$ cat src/rtl/pcfg_pkg.sv
package pcfg_pkg;
  typedef enum logic [1:0] {
    ST_IDLE,
    ST_ISSUE,
    ST_WAIT,
    ST_ACK
  } seq_st_e;

  localparam logic [31:0] ADDR_KEEP = 32'h80fffffc;
  localparam logic [31:0] CMD_KEEP  = 32'h0401fc0f;
  localparam logic [31:0] ALL_ONES  = 32'hffffffff;
  localparam int unsigned EN_BIT    = 31;
  localparam int unsigned SEL_LO    = 11;
  localparam int unsigned SEL_HI    = 23;
endpackage

$ cat src/rtl/pcfg_regs.sv
module pcfg_regs #(
  parameter int unsigned ADDR_W   = 12,
  parameter int unsigned IDX_ADDR = 10'h03e,
  parameter int unsigned IDX_DATA = 10'h03f,
  parameter int unsigned IDX_CMD  = 10'h300
) (
  input  logic              clk_i,
  input  logic              rst_ni,
  input  logic              acc_i,
  input  logic              we_i,
  input  logic [ADDR_W-1:0] addr_i,
  input  logic [31:0]       wdata_i,
  output logic              hit_data_o,
  output logic              enable_o,
  output logic              swap_en_o,
  output logic [31:0]       rdata_o,
  output logic [31:0]       cfg_addr_o
);
  import pcfg_pkg::*;

  localparam int unsigned IDX_W = ADDR_W - 2;

  logic [IDX_W-1:0] idx;
  logic             hit_addr, hit_cmd;
  logic [31:0]      addr_q, cmd_q;

  assign idx        = addr_i[ADDR_W-1:2];
  assign hit_addr   = (idx == IDX_W'(IDX_ADDR));
  assign hit_cmd    = (idx == IDX_W'(IDX_CMD));
  assign hit_data_o = (idx == IDX_W'(IDX_DATA));

  always_ff @(posedge clk_i or negedge rst_ni) begin
    if (!rst_ni) begin
      addr_q <= '0;
      cmd_q  <= '0;
    end else if (acc_i && we_i) begin
      if (hit_addr) addr_q <= wdata_i & ADDR_KEEP;
      if (hit_cmd)  cmd_q  <= wdata_i & CMD_KEEP;
    end
  end

  always_comb begin
    rdata_o = '0;
    if (hit_addr)     rdata_o = addr_q;
    else if (hit_cmd) rdata_o = cmd_q;
  end

  // swap only toward peripherals, never the bridge's own header
  assign swap_en_o  = !cmd_q[0] && (|addr_q[SEL_HI:SEL_LO]);
  assign enable_o   = addr_q[EN_BIT];
  assign cfg_addr_o = addr_q;

  p_addr_hold_r1: assert property (@(posedge clk_i) disable iff (!rst_ni)
    !(acc_i && we_i && hit_addr) |=> $stable(addr_q));

  p_cmd_hold_r2: assert property (@(posedge clk_i) disable iff (!rst_ni)
    !(acc_i && we_i && hit_cmd) |=> $stable(cmd_q));
endmodule

$ cat src/rtl/pcfg_swap.sv
module pcfg_swap #(
  parameter int unsigned BYTES = 4
) (
  input  logic               swap_en_i,
  input  logic [8*BYTES-1:0] d_i,
  output logic [8*BYTES-1:0] d_o
);
  logic [8*BYTES-1:0] rev;

  for (genvar b = 0; b < BYTES; b++) begin : g_byte
    assign rev[8*b +: 8] = d_i[8*(BYTES-1-b) +: 8];
  end

  assign d_o = swap_en_i ? rev : d_i;
endmodule

$ cat src/rtl/pcfg_seq.sv
module pcfg_seq (
  input  logic        clk_i,
  input  logic        rst_ni,
  input  logic        bus_req_i,
  input  logic        bus_we_i,
  input  logic [31:0] bus_wdata_i,
  input  logic        hit_data_i,
  input  logic        enable_i,
  input  logic [31:0] reg_rdata_i,
  input  logic [31:0] cfg_rdata_i,
  input  logic        cfg_rdy_i,
  output logic        acc_o,
  output logic        cfg_req_o,
  output logic        cfg_we_o,
  output logic [31:0] wdata_o,
  output logic        bus_ack_o,
  output logic [31:0] bus_rdata_o
);
  import pcfg_pkg::*;

  seq_st_e     st_q;
  logic        we_q;
  logic [31:0] wdata_q, rdata_q;

  assign acc_o = (st_q == ST_IDLE) && bus_req_i;

  always_ff @(posedge clk_i or negedge rst_ni) begin
    if (!rst_ni) begin
      st_q    <= ST_IDLE;
      we_q    <= 1'b0;
      wdata_q <= '0;
      rdata_q <= '0;
    end else begin
      unique case (st_q)
        ST_IDLE: if (bus_req_i) begin
          we_q    <= bus_we_i;
          wdata_q <= bus_wdata_i;
          if (hit_data_i && enable_i) begin
            st_q <= ST_ISSUE;
          end else begin
            rdata_q <= hit_data_i ? ALL_ONES : reg_rdata_i;
            st_q    <= ST_ACK;
          end
        end
        ST_ISSUE: st_q <= ST_WAIT;
        ST_WAIT: if (cfg_rdy_i) begin
          rdata_q <= we_q ? '0 : cfg_rdata_i;
          st_q    <= ST_ACK;
        end
        ST_ACK:  st_q <= ST_IDLE;
        default: st_q <= ST_IDLE;
      endcase
    end
  end

  assign cfg_req_o   = (st_q == ST_ISSUE);
  assign cfg_we_o    = we_q;
  assign wdata_o     = wdata_q;
  assign bus_ack_o   = (st_q == ST_ACK);
  assign bus_rdata_o = rdata_q;

  p_req_pulse_r5: assert property (@(posedge clk_i) disable iff (!rst_ni)
    cfg_req_o |=> !cfg_req_o);

  p_ack_pulse_r5: assert property (@(posedge clk_i) disable iff (!rst_ni)
    bus_ack_o |=> !bus_ack_o);

  p_no_early_ack_r5: assert property (@(posedge clk_i) disable iff (!rst_ni)
    (st_q == ST_WAIT && !cfg_rdy_i) |=> !bus_ack_o);

  p_req_enabled_r3: assert property (@(posedge clk_i) disable iff (!rst_ni)
    cfg_req_o |-> enable_i);

  p_dis_no_req_r4: assert property (@(posedge clk_i) disable iff (!rst_ni)
    (acc_o && hit_data_i && !enable_i) |=> !cfg_req_o);
endmodule

$ cat src/rtl/pci_cfg_port.sv
module pci_cfg_port #(
  parameter int unsigned ADDR_W   = 12,
  parameter int unsigned IDX_ADDR = 10'h03e,
  parameter int unsigned IDX_DATA = 10'h03f,
  parameter int unsigned IDX_CMD  = 10'h300
) (
  input  logic              clk_i,
  input  logic              rst_ni,
  input  logic              bus_req_i,
  input  logic              bus_we_i,
  input  logic [ADDR_W-1:0] bus_addr_i,
  input  logic [31:0]       bus_wdata_i,
  output logic [31:0]       bus_rdata_o,
  output logic              bus_ack_o,
  output logic              cfg_req_o,
  output logic              cfg_we_o,
  output logic [31:0]       cfg_addr_o,
  output logic [31:0]       cfg_wdata_o,
  input  logic [31:0]       cfg_rdata_i,
  input  logic              cfg_rdy_i
);
  logic        acc, hit_data, enable, swap_en;
  logic [31:0] reg_rdata, wdata_raw, rdata_sw;

  pcfg_regs #(
    .ADDR_W  (ADDR_W),
    .IDX_ADDR(IDX_ADDR),
    .IDX_DATA(IDX_DATA),
    .IDX_CMD (IDX_CMD)
  ) u_regs (
    .clk_i     (clk_i),
    .rst_ni    (rst_ni),
    .acc_i     (acc),
    .we_i      (bus_we_i),
    .addr_i    (bus_addr_i),
    .wdata_i   (bus_wdata_i),
    .hit_data_o(hit_data),
    .enable_o  (enable),
    .swap_en_o (swap_en),
    .rdata_o   (reg_rdata),
    .cfg_addr_o(cfg_addr_o)
  );

  pcfg_seq u_seq (
    .clk_i      (clk_i),
    .rst_ni     (rst_ni),
    .bus_req_i  (bus_req_i),
    .bus_we_i   (bus_we_i),
    .bus_wdata_i(bus_wdata_i),
    .hit_data_i (hit_data),
    .enable_i   (enable),
    .reg_rdata_i(reg_rdata),
    .cfg_rdata_i(rdata_sw),
    .cfg_rdy_i  (cfg_rdy_i),
    .acc_o      (acc),
    .cfg_req_o  (cfg_req_o),
    .cfg_we_o   (cfg_we_o),
    .wdata_o    (wdata_raw),
    .bus_ack_o  (bus_ack_o),
    .bus_rdata_o(bus_rdata_o)
  );

  // registers cannot change mid-access, so the live decision is current
  pcfg_swap #(.BYTES(4)) u_swap_wr (
    .swap_en_i(swap_en),
    .d_i      (wdata_raw),
    .d_o      (cfg_wdata_o)
  );

  pcfg_swap #(.BYTES(4)) u_swap_rd (
    .swap_en_i(swap_en),
    .d_i      (cfg_rdata_i),
    .d_o      (rdata_sw)
  );
endmodule

$ cat config.mk
export PLATFORM = sky130hd
export DESIGN_NAME = pci_cfg_port
export DESIGN_NICKNAME = d
export VERILOG_FILES = /design/src/rtl/pcfg_pkg.sv /design/src/rtl/pcfg_regs.sv /design/src/rtl/pcfg_swap.sv /design/src/rtl/pcfg_seq.sv /design/src/rtl/pci_cfg_port.sv
export SDC_FILE = /design/constraint.sdc
export NUM_CORES = 1
export LEC_CHECK = 0
export BUFFER_PORTS_ARGS = -buffer_cell sky130_fd_sc_hd__buf_2
export CAP_MARGIN = 25
export CORE_MARGIN = 4
export CORE_UTILIZATION = 53
export CTS_BUF_LIST = sky130_fd_sc_hd__clkbuf_4 sky130_fd_sc_hd__clkbuf_8
export DETAILED_ROUTE_END_ITERATION = 8
export PLACE_DENSITY = 0.83
export SETUP_SLACK_MARGIN = 0.5
export SYNTH_ARGS = -nofsm -noshare
export SYNTH_HDL_FRONTEND = slang
export SYNTH_SLANG_ARGS = --single-unit
$ cat constraint.sdc
create_clock -name clk_i -period 2.67 [get_ports clk_i]
set_input_delay 0.1335 -clock clk_i [delete_from_list [all_inputs] [get_ports clk_i]]
set_output_delay 0.1335 -clock clk_i [all_outputs]
set_load 0.03 [all_outputs]
==> run summary <==
The flow ran to the end, and the final reports show no timing, DRC or antenna violations. Across the VDD grid, the largest voltage drop is 762.6 uV. The switching component of the power is 3.254 mW. The worst setup path is captured at an output pin. The number of port buffers is 168. The smallest setup slack after layout is 453.1 ps. The placement-stage cell area came out at 6360 um2. In this design, the largest share of critical-path delay is due to flip-flops. The final wirelength came out at 14140 um. The time the worst path needs with I/O delays and setup came out at 2217 ps. The fraction of final layout cells with drive strength greater than 1 is 46.45%. The worst setup path is launched from a flop. The standby leakage power came out at 3.215 nW. The max-slew violation total from the final report came out at 0. The path type of the worst setup path is reg -> out. For the worst setup path, the data required time is 2540 ps. Entering global routing, the biggest net connects 60 pins.

The post-detailed-placement half-perimeter wirelength is 10280 um. At the worst endpoint, the arrival time is 2080 ps. The final worst-path cycle share is 83.03%.

180 I/O pins were placed. The worst hold path startpoint is bus_wdata_i[31]. In this run, CTS created clock tree buffers numbering 9.

The count of antenna-violating nets left after detailed routing is 0. The height of the die is 110.0 um. The total negative setup slack is 0 ps.

The latest clock arrival within the worst-skew pair is 360 ps. The post-route cell area is 6804 um2. The final antenna diode count came out at 0. The slew of the pin with the lowest slew margin is 734.1 ps.

The number of instances in the synthesized netlist came out at 445. The die area is 12100 um2. TritonCTS built the clock tree. The number of distinct library cells after synthesis is 43. After detailed routing, the number of vias per cell comes to 5.572. The cell sitting at the root of the clock tree is a sky130_fd_sc_hd__clkbuf_8. The number of endpoints with negative hold slack in the final report was 0. The largest stage delay on the critical path is 470 ps. Setup violations remaining at the end of the flow were counted as 0. Across every metal layer, demand over resource in global routing totals 23.82%. The min-delay analysis places its worst path in the category in -> reg. The number of H-tree branching levels came out at 3.

The number of buffers and inverters on the critical path is 2. The post-synthesis to final-layout area growth is 23.37%. Dividing the detail-routed wire length by the instance count gives 18.78 um. The first routing iteration left 237 violations.

The most used flip-flop cell after synthesis is sky130_fd_sc_hd__dfrtp_1. Sequential cells were found to cover 46.28% of the synthesized design area. Tracing the worst setup path back leads to its startpoint at u_regs.cfg_addr_o[18]$_DFFE_PN0P_.

Setup repair after global routing could not meet its margin everywhere. The floorplan step set the die width to 110.0 um. In this run the mean area of a mapped cell was 12.39 um2.

The critical path goes through nor4_4 -> a41oi_4 -> buf_12 -> mux2_1 -> buf_2. The initial cell density of the core came out at 55.40%. The wire length of the first global-routing pass came out at 22240 um. After global routing the overflow that remains totals 0. The clock transition at the registers of the reported paths came out at 100 ps. The initial antenna violation count is 0. Once placement completed, the tool counted placed cells totaling 721. The share of async-settable or async-resettable flops after synthesis came out at 100.0%. Timing analysis after detailed placement gives a worst setup slack of 302.3 ps. The placeable core region came out at 9955 um2. The part of the power in the clock network is 12.7%. In this run the worst path has a maximum fanout of 32.

In the routed design, unresolved DRC markers number 0. The worst register-to-register path begins at u_seq.st_q[1]$_DFFE_PN0P_. The overall power of the completed layout came out at 7.309 mW. The via count is 4196. The synthesized design contains 0 enable-type register cells.

Among all stages on the critical path, the largest delay is contributed by sky130_fd_sc_hd__dfrtp_2. The first detailed-routing pass took 4 iterations. The deepest clock path buffer count is 2.

The relative contribution of combinational cells to total power came out at 53.8%. Counting the fill cells in the layout gives 742. The site row count is 36. The ratio of total power to cell area is 1074 nW/um2. The final weighted congestion in routability-driven placement is 0.8741. The number of global-route vias before repair came out at 4247. Excluding fillers, the count of instances in the completed layout stands at 753.

The synthesis-stage register bit count came out at 102. The sequential group share of total power is 33.5%. Clock skew on the completed layout was measured at 19.82 ps. The highest achievable clock rate came out at 451.1 MHz. The headroom to the max-slew limit is 51.06%. At the end of the flow, the number of nets in the layout was 701. The number of maximum-capacitance violations came out at 0.

Of the total power, the share spent switching nets is 44.52%. The internal power contribution is 4.055 mW. The TritonCTS sink count came out at 102. The number of warning messages in the yosys log came out at 0. The summed instance area of the synthesized netlist is 5515 um2.
final cells by class:
type	count	area (um2)	share of cell area (%)
Inverter	6	22.52	0.3310
Clock inverter	5	42.54	0.6252
Multi-Input combinational cell	303	2771	40.73
Sequential cell	102	2559	37.61
Tap cell	133	166.4	2.446
Clock buffer	11	145.1	2.133
Timing Repair Buffer	193	1097	16.13
registers in the layout, summed over array words and instances, names as in the netlist:
register and count:
u_regs.cfg_addr_o 23, u_regs.cmd_q 12, u_seq.bus_rdata_o 32, u_seq.cfg_we_o 1
u_seq.st_q 2, u_seq.wdata_o 32
timing repair:
action / in CTS / in global routing
endpoints found under the setup margin: 87 / 87
endpoints found under the hold margin: 62 / 4
resized for setup: 11 / 10
hold buffers: 6 / 4
pin swaps: 1 / 5
setup buffers: 1 / 4
cloned: 1 / 0
power groups by stage:
stage          clock network [mW]  registers, mW  logic (mW)
6_report                    0.930           2.45        3.93
5_1_grt                      1.01           2.51        4.21
4_1_cts                     0.949           2.43        3.89
3_5_place_dp                    0           2.47        3.82
3_3_place_gp                    0           2.43        3.69
2_1_floorplan                   0           2.89        2.44
per-stage QoR:
stage	hold WS, ps	util (%)
floorplan	-162.1	-
global placement	232.6	63.89
detailed placement	235.1	63.89
CTS	1.443	67.28
global route	0.9373	68.35
finish	13.45	68.35
synth_stat cells (2+ instances only):
cell / instances / area share, %
sky130_fd_sc_hd__nor3_1: 2 / 0.18
sky130_fd_sc_hd__nand2_1: 59 / 4.0
sky130_fd_sc_hd__buf_6: 4 / 0.82
sky130_fd_sc_hd__ha_1: 5 / 1.1
sky130_fd_sc_hd__a41o_1: 2 / 0.36
sky130_fd_sc_hd__buf_2: 16 / 1.5
sky130_fd_sc_hd__mux2_4: 30 / 8.2
sky130_fd_sc_hd__nor2b_1: 2 / 0.23
sky130_fd_sc_hd__a32oi_1: 3 / 0.48
sky130_fd_sc_hd__mux2_1: 40 / 8.2
sky130_fd_sc_hd__o32a_1: 24 / 4.4
sky130_fd_sc_hd__o22a_1: 6 / 0.95
sky130_fd_sc_hd__inv_1: 6 / 0.41
sky130_fd_sc_hd__a21o_1: 9 / 1.2
sky130_fd_sc_hd__nor4_1: 3 / 0.34
sky130_fd_sc_hd__buf_4: 15 / 2.0
sky130_fd_sc_hd__nor2_1: 4 / 0.27
sky130_fd_sc_hd__a21oi_1: 24 / 2.2
sky130_fd_sc_hd__mux2i_1: 30 / 5.4
sky130_fd_sc_hd__buf_12: 2 / 0.73
sky130_fd_sc_hd__clkbuf_1: 4 / 0.27
sky130_fd_sc_hd__dfrtp_1: 102 / 46
sky130_fd_sc_hd__mux2_2: 33 / 6.7
layout by cell type, fill, tap and decap left out, drive strengths merged, types with 3 or more instances in the layout:
cell and n:
nor2 5, a32oi 3, a21o 9, clkbuf 11, nor4 5, conb 9, nand2 60, ha 5
o32a 24, dfrtp 102, a21oi 24, mux2 103, o22a 6, dlygate4sd3 10, mux2i 30, buf 182
inv 8
cell families (layout without fill, tap and decap cells):
logic type	Yosys count	in the layout	synth area share [%]
multiplexers	133	133	28.52
AND/OR/NAND/NOR	82	82	7.554
other	1	9	0.06799
buffers and inverters	48	215	5.785
AO/OA/AOI/OAI	74	74	10.66
flip-flops	102	102	46.28
adder cells (fa/ha/maj)	5	5	1.134
final timing paths:
kind | to | slack [ps] | cells past startpoint
max | cfg_wdata_o[19] | 450 | 5
min | u_regs.cfg_addr_o[31]$_DFFE_PN0P_ | 10 | 2
max reg2reg | u_seq.bus_rdata_o[27]$_DFFE_PN0P_ | 570 | 7
min reg2reg | u_seq.bus_rdata_o[16]$_DFFE_PN0P_ | 500 | 1
max in group asynchronous | u_seq.bus_rdata_o[3]$_DFFE_PN0P_ | 1420 | 3
min in group asynchronous | u_seq.bus_rdata_o[21]$_DFFE_PN0P_ | 360 | 2
routing by layer:
metal  up-vias  part of all wire (%)  global-route usage, %  routed length [um]
met5         -                     0                      0                   0
met4         0                   1.7                  7.035                 240
met3        18                   7.2                  5.067                1020
met2       176                    48                  37.22                6725
met1      2046                    44                  33.56                6153
li1       1956                     -                      -                   -
Note: power is estimated with default switching activity, not from simulation.
